==> src/rtl/skew_gen_pkg.sv <==
package skew_gen_pkg;

  localparam int NPAIRS = 4;
  localparam int CTL_W  = 4 * NPAIRS;
  localparam int Q_W    = 2 * NPAIRS;

  typedef enum logic [1:0] {LVL_LO = 2'd0, LVL_MID = 2'd1, LVL_HI = 2'd2} lvl_e;
  typedef enum logic [1:0] {MD_SKEW, MD_DIV2, MD_DIV4, MD_INV} mode_e;
  typedef enum logic [1:0] {KIND_FINE, KIND_DIV4, KIND_INV} kind_e;

  typedef struct packed {
    mode_e              mode;
    logic signed [3:0]  skew;
  } pair_cfg_t;

  // undriven (2'b11) reads as MID
  function automatic lvl_e norm_lvl(input logic [1:0] c);
    return (c == 2'b11) ? LVL_MID : lvl_e'(c);
  endfunction

  function automatic int period_of(input lvl_e r, input int base);
    case (r)
      LVL_LO:  return base * 4;
      LVL_HI:  return base;
      default: return base * 2;
    endcase
  endfunction

  // 0 = LL ... 4 = MM ... 8 = HH
  function automatic int nine_index(input logic [3:0] nib);
    return int'(norm_lvl(nib[3:2])) * 3 + int'(norm_lvl(nib[1:0]));
  endfunction

  function automatic pair_cfg_t decode_pair(input kind_e k, input logic [3:0] nib);
    pair_cfg_t c;
    int        idx;
    idx    = nine_index(nib);
    c.mode = MD_SKEW;
    c.skew = 4'sd0;
    if (k == KIND_FINE) begin
      c.skew = 4'(idx - 4);
    end else if (idx == 0) begin
      c.mode = MD_DIV2;
    end else if (idx == 8) begin
      c.mode = (k == KIND_DIV4) ? MD_DIV4 : MD_INV;
    end else begin
      c.skew = 4'(2 * (idx - 4));
    end
    return c;
  endfunction

  function automatic logic nominal_level(input int ph, input int skew, input int period);
    int d;
    d = ph - skew;
    if (d < 0)            d = d + period;
    else if (d >= period) d = d - period;
    return (d < period / 2);
  endfunction

  function automatic kind_e kind_of_pair(input int i);
    if (i < 2)  return KIND_FINE;
    if (i == 2) return KIND_DIV4;
    return KIND_INV;
  endfunction

endpackage

==> src/rtl/skew_phase_timer.sv <==
module skew_phase_timer
  import skew_gen_pkg::*;
#(
  parameter int BASE_TU = 8,
  parameter int PH_W    = 5,
  parameter int PER_W   = 6
)(
  input  logic             clk,
  input  logic             rst,
  input  logic [1:0]       range_code,
  output logic [PH_W-1:0]  ph,
  output logic [PER_W-1:0] per_cur,
  output logic             period_end,
  output logic [1:0]       frame,
  output lvl_e             act_range
);

  assign per_cur    = PER_W'(period_of(act_range, BASE_TU));
  assign period_end = ({1'b0, ph} == per_cur - PER_W'(1));

  always_ff @(posedge clk) begin
    if (rst) begin
      ph        <= '0;
      frame     <= 2'd0;
      act_range <= norm_lvl(range_code);
    end else if (period_end) begin
      ph        <= '0;
      frame     <= frame + 2'd1;
      act_range <= norm_lvl(range_code);
    end else begin
      ph        <= ph + PH_W'(1);
    end
  end

endmodule

==> src/rtl/skew_ctl_hold.sv <==
module skew_ctl_hold #(
  parameter int W = 16
)(
  input  logic         clk,
  input  logic         rst,
  input  logic         load,
  input  logic [W-1:0] d,
  output logic [W-1:0] q
);

  always_ff @(posedge clk) begin
    if (rst || load) q <= d;
  end

endmodule

==> src/rtl/skew_pair_unit.sv <==
module skew_pair_unit
  import skew_gen_pkg::*;
#(
  parameter kind_e KIND  = KIND_FINE,
  parameter int    PH_W  = 5,
  parameter int    PER_W = 6
)(
  input  logic             clk,
  input  logic             rst,
  input  logic [PH_W-1:0]  ph,
  input  logic [PER_W-1:0] per_cur,
  input  logic [1:0]       frame,
  input  logic [3:0]       nib,
  output logic [1:0]       q_pair
);

  pair_cfg_t cfg;
  logic      lvl_next;

  assign cfg = decode_pair(KIND, nib);

  always_comb begin
    case (cfg.mode)
      MD_DIV2: lvl_next = ~frame[0];
      MD_DIV4: lvl_next = ~frame[1];
      MD_INV:  lvl_next = ~nominal_level(int'(ph), 0, int'(per_cur));
      default: lvl_next = nominal_level(int'(ph), int'($signed(cfg.skew)), int'(per_cur));
    endcase
  end

  always_ff @(posedge clk) begin
    if (rst) q_pair <= 2'b00;
    else     q_pair <= {2{lvl_next}};
  end

endmodule

==> src/rtl/skew_clk_gen.sv <==
module skew_clk_gen
  import skew_gen_pkg::*;
#(
  parameter int BASE_TU = 8
)(
  input  logic             clk,
  input  logic             rst,
  input  logic [1:0]       range_code,
  input  logic [CTL_W-1:0] pair_ctl,
  output logic [Q_W-1:0]   clk_q
);

  localparam int PH_W  = $clog2(4 * BASE_TU);
  localparam int PER_W = PH_W + 1;

  logic [PH_W-1:0]  ph;
  logic [PER_W-1:0] per_cur;
  logic             period_end;
  logic [1:0]       frame;
  lvl_e             act_range;
  logic [CTL_W-1:0] act_ctl;

  skew_phase_timer #(.BASE_TU(BASE_TU), .PH_W(PH_W), .PER_W(PER_W)) timer_i (
    .clk(clk), .rst(rst), .range_code(range_code), .ph(ph), .per_cur(per_cur),
    .period_end(period_end), .frame(frame), .act_range(act_range)
  );

  skew_ctl_hold #(.W(CTL_W)) hold_i (
    .clk(clk), .rst(rst), .load(period_end), .d(pair_ctl), .q(act_ctl)
  );

  for (genvar i = 0; i < NPAIRS; i++) begin : g_pair
    skew_pair_unit #(.KIND(kind_of_pair(i)), .PH_W(PH_W), .PER_W(PER_W)) unit_i (
      .clk(clk), .rst(rst), .ph(ph), .per_cur(per_cur), .frame(frame),
      .nib(act_ctl[4*i +: 4]), .q_pair(clk_q[2*i +: 2])
    );
  end

endmodule

==> config.mk <==
export PLATFORM = sky130hd
export DESIGN_NAME = skew_clk_gen
export DESIGN_NICKNAME = d
export VERILOG_FILES = /design/src/rtl/skew_gen_pkg.sv /design/src/rtl/skew_phase_timer.sv /design/src/rtl/skew_ctl_hold.sv /design/src/rtl/skew_pair_unit.sv /design/src/rtl/skew_clk_gen.sv
export SDC_FILE = /design/constraint.sdc
export NUM_CORES = 1
export LEC_CHECK = 0
export BUFFER_PORTS_ARGS = -buffer_cell sky130_fd_sc_hd__buf_2
export CAP_MARGIN = 15
export CORE_UTILIZATION = 40
export CTS_BUF_LIST = sky130_fd_sc_hd__clkbuf_4 sky130_fd_sc_hd__clkbuf_8
export DETAILED_ROUTE_END_ITERATION = 16
export HOLD_SLACK_MARGIN = 0.1
export MAX_ROUTING_LAYER = met4
export PLACE_DENSITY = 0.57
export SETUP_SLACK_MARGIN = 0.1
export SYNTH_ARGS = -nofsm -noshare
export SYNTH_HDL_FRONTEND = slang
export SYNTH_HIERARCHICAL = 1
export SYNTH_SLANG_ARGS = --single-unit
==> constraint.sdc <==
create_clock -name clk -period 11.9 [get_ports clk]
set_input_delay 2.38 -clock clk [delete_from_list [all_inputs] [get_ports clk]]
set_output_delay 2.38 -clock clk [all_outputs]
set_load 0.02 [all_outputs]
==> run summary <==
WS Path Type = flop to flop
Hold Crit Class = flop to flop
Max stage delay on crit path = 440 ps
CTS Root Cell = clkbuf_8
Met1 wire length = 7360 um
Fin nets = 929
# hold bufs at CTS = 0
Post-route ant nets = 0
Residual DRC = 0
Yosys top cell by area = ha_1
Met3 WL = 461 um
R2R Path End = g_pair[2].unit_i/q_pair[0]$_SDFF_PP0_
Synthesis Warnings = 6
Crit-path max FO = 8
First-pass GRT wire length = 25800 um
Number of antenna violations at the first check in global routing = 0
Synth top area share = 0.256
Worst setup SP type = flop
Slew Limit Headroom = 0.414
WP data required = 12090 ps
Measured slew at the worst slew-check pin = 867 ps
Pleak = 2.93 nW
Clock slew at reported path FFs = 70 ps
Pwr Total = 1.06 mW
GRT overflow = 0
IO Pins = 28
Syn Inst Count = 755
Port-buffer cells = 27
Inserted Clock Buffers = 5
Unrepaired setup endpoints after global routing = no
DR top layer = met4
Yosys cell types = 91
Post-route setup TNS = 0 ps
# diodes = 0
CP max stage cell = fa_1
Pin count of the biggest net entering global routing = 23
Vias in the first global route = 5370
Fraction of layout cells with a size suffix above 1 = 0.119
Final period util = 0.577
Final hold violations = 0
Critical path data arrival time = 7060 ps
WL met2 = 7340 um
Synthesis-to-finish area growth = 4.90%
Worst hold path endpoint = timer_i/frame[1]$_SDFFE_PP0N_
Row count = 45
PD cells = 159 mW/mm^2
Clk_lat worst skew = 280 ps
Clock Sinks = 29
Worst reg2reg path depth = 27
EDFF count, synth = 18
Sequential share of the synthesized area = 0.120
Max-cap violations = 0
Fin crit period = 6870 ps
#FFs+latches synth = 29
HPWL after DPL = 12300 um
Chip width = 128 um
Maximum clock rate = 146 MHz
Core box area = 0.0154 mm^2
Synth top area cells = ha_1 26%, edfxtp_1 8.5%, fa_1 5.4%
CTS tree = done
FFs w/ async S/R, synth = 0
Clock Skews = 10.2 ps
Initial Utilization = 0.413
Drt pass-1 iters = 5
H-Tree Depth = 2
Via count = 5446
Routed len/inst = 15.9 um
Total GRT Usage = 0.199
Most common cell on crit path = ha_1
Post-Syn Area per Cell = 8.42 um^2
Gpl congestion = 0.895
Worst VDD drop = 0.0000791 V
Clock buffer depth = 2
Top_reg_cell synth = edfxtp_1
Worst hold start = timer_i/frame[1]$_SDFFE_PP0N_
Cells resized by post-CTS repair = 0
1st-iter DRT viols = 273
Critical Path Sink Type = flop
Post-CTS Setup Bufs = 0
Die area = 0.0164 mm^2
Slew Limit Fails = 0
FF-to-FF Start = hold_i/q[10]$_DFFE_PP_
Hold path depth = 2
Synth Cell Area = 0.00635 mm^2
Vias/cell = 5.59
Worst R2R Setup Slack = 5030 ps
Die height = 128 um
Routed wire length = 15500 um
Final setup viols = 0
Outcome = finished, final reports clean
synthesized netlist by cell type, drive strengths merged (17+ instances only):
cell type,n
or3,21
xnor2,17
clkbuf,18
edfxtp,18
nor2b,27
nand2,35
nor2,54
a21oi,43
inv,84
ha,130
o21ai,33
fa,17
state kept, by name, summed over array words and instances, names as in the netlist:
signal / flops
timer_i/ph: 5
timer_i/frame: 2
g_pair.unit_i/q_pair: 4
hold_i/q: 16
timer_i/act_range: 2
stage by stage:
step	area, um^2	hold slack [ps]	util	cells	setup WS [ps]
floorplan	6360	502	-	757	5820
global placement	6590	528	0.428	966	5170
detailed placement	6590	547	0.428	966	5070
CTS	6670	562	0.434	974	5020
global route	6670	627	0.434	974	4590
finish	6670	561	0.434	974	5030
cell families (layout without fill, tap and decap cells):
| family | count (synthesis) | in the layout | share of synthesized area |
|---|---|---|---|
| and+or+nand+nor | 228 | 228 | 0.201 |
| AOI/OAI and AO/OA | 206 | 206 | 0.241 |
| adders and majority gates | 147 | 147 | 0.310 |
| buffers and inverters | 115 | 121 | 0.0797 |
| DFF | 29 | 29 | 0.120 |
| xor gates and xnor gates | 25 | 25 | 0.0415 |
| muxes | 4 | 4 | 0.00650 |
| other | 1 | 3 | 0.000590 |
per-layer routing:
layer	global-route usage	vias up
met1	0.253	2552
met4	0.0561	0
met3	0.0154	26
met2	0.340	118
li1	-	2750
met5	-	-
report_power, final:
| part | total [mW] | internal, mW | switching, mW |
|---|---|---|---|
| combinational | 0.854 | 0.355 | 0.499 |
| sequential | 0.129 | 0.118 | 0.0109 |
| clock | 0.0788 | 0.0393 | 0.0395 |
area by class of cell:
| type | instances | area [um^2] |
|---|---|---|
| clock buffer | 5 | 68.8 |
| clock inverter | 3 | 12.5 |
| fill | 1501 | 8700 |
| inverter | 84 | 315 |
| multi-input combinational | 613 | 5090 |
| sequential | 29 | 761 |
| tap | 211 | 264 |
| timing repair buffer | 29 | 150 |
worst max path at each step:
| stage | startpoint | endpoint | slack (ps) | depth (start not counted) |
|---|---|---|---|---|
| finish | hold_i/q[10]$_DFFE_PP_ | g_pair[2].unit_i/q_pair[0]$_SDFF_PP0_ | 5030 | 27 |
| global route | hold_i/q[10]$_DFFE_PP_ | g_pair[2].unit_i/q_pair[0]$_SDFF_PP0_ | 4590 | 27 |
| CTS | hold_i/q[10]$_DFFE_PP_ | g_pair[2].unit_i/q_pair[0]$_SDFF_PP0_ | 5020 | 27 |
| detailed placement | hold_i/q[10]$_DFFE_PP_ | g_pair[2].unit_i/q_pair[0]$_SDFF_PP0_ | 5070 | 27 |
| global placement | hold_i/q[10]$_DFFE_PP_ | g_pair[2].unit_i/q_pair[0]$_SDFF_PP0_ | 5170 | 27 |
| floorplan | hold_i/q[14]$_DFFE_PP_ | g_pair[3].unit_i/q_pair[0]$_SDFF_PP0_ | 5820 | 29 |
layout by cell type (no fill, tap or decap), types with 6 or more instances in the layout:
cell,Yosys,final
fa_1,17,17
o21ai_0,28,28
nor4_1,6,6
a221oi_1,10,10
a211oi_1,11,11
nor3_1,12,12
ha_1,130,130
or2_2,11,11
or3_1,16,16
a21o_1,9,9
o211ai_1,6,6
a21oi_1,41,41
nand2_1,35,35
dfxtp_1,11,11
inv_1,81,81
nand3b_1,6,6
buf_2,3,27
o21a_1,10,10
nand3_1,12,12
edfxtp_1,18,18
nor2b_1,25,25
o21bai_1,14,14
nand2b_1,11,11
a31oi_1,12,12
xor2_1,6,6
nor2_1,53,53
xnor2_1,16,16
critical path: cells and delay by family (launching register included):
family,cells,cell delay (ps)
adders and majority gates,7,2240
buffers and inverters,1,160
AOI/OAI and AO/OA,11,1860
and+or+nand+nor,5,1340
DFF,1,430
xor gates and xnor gates,3,770
Note: power is estimated with default switching activity, not from simulation.
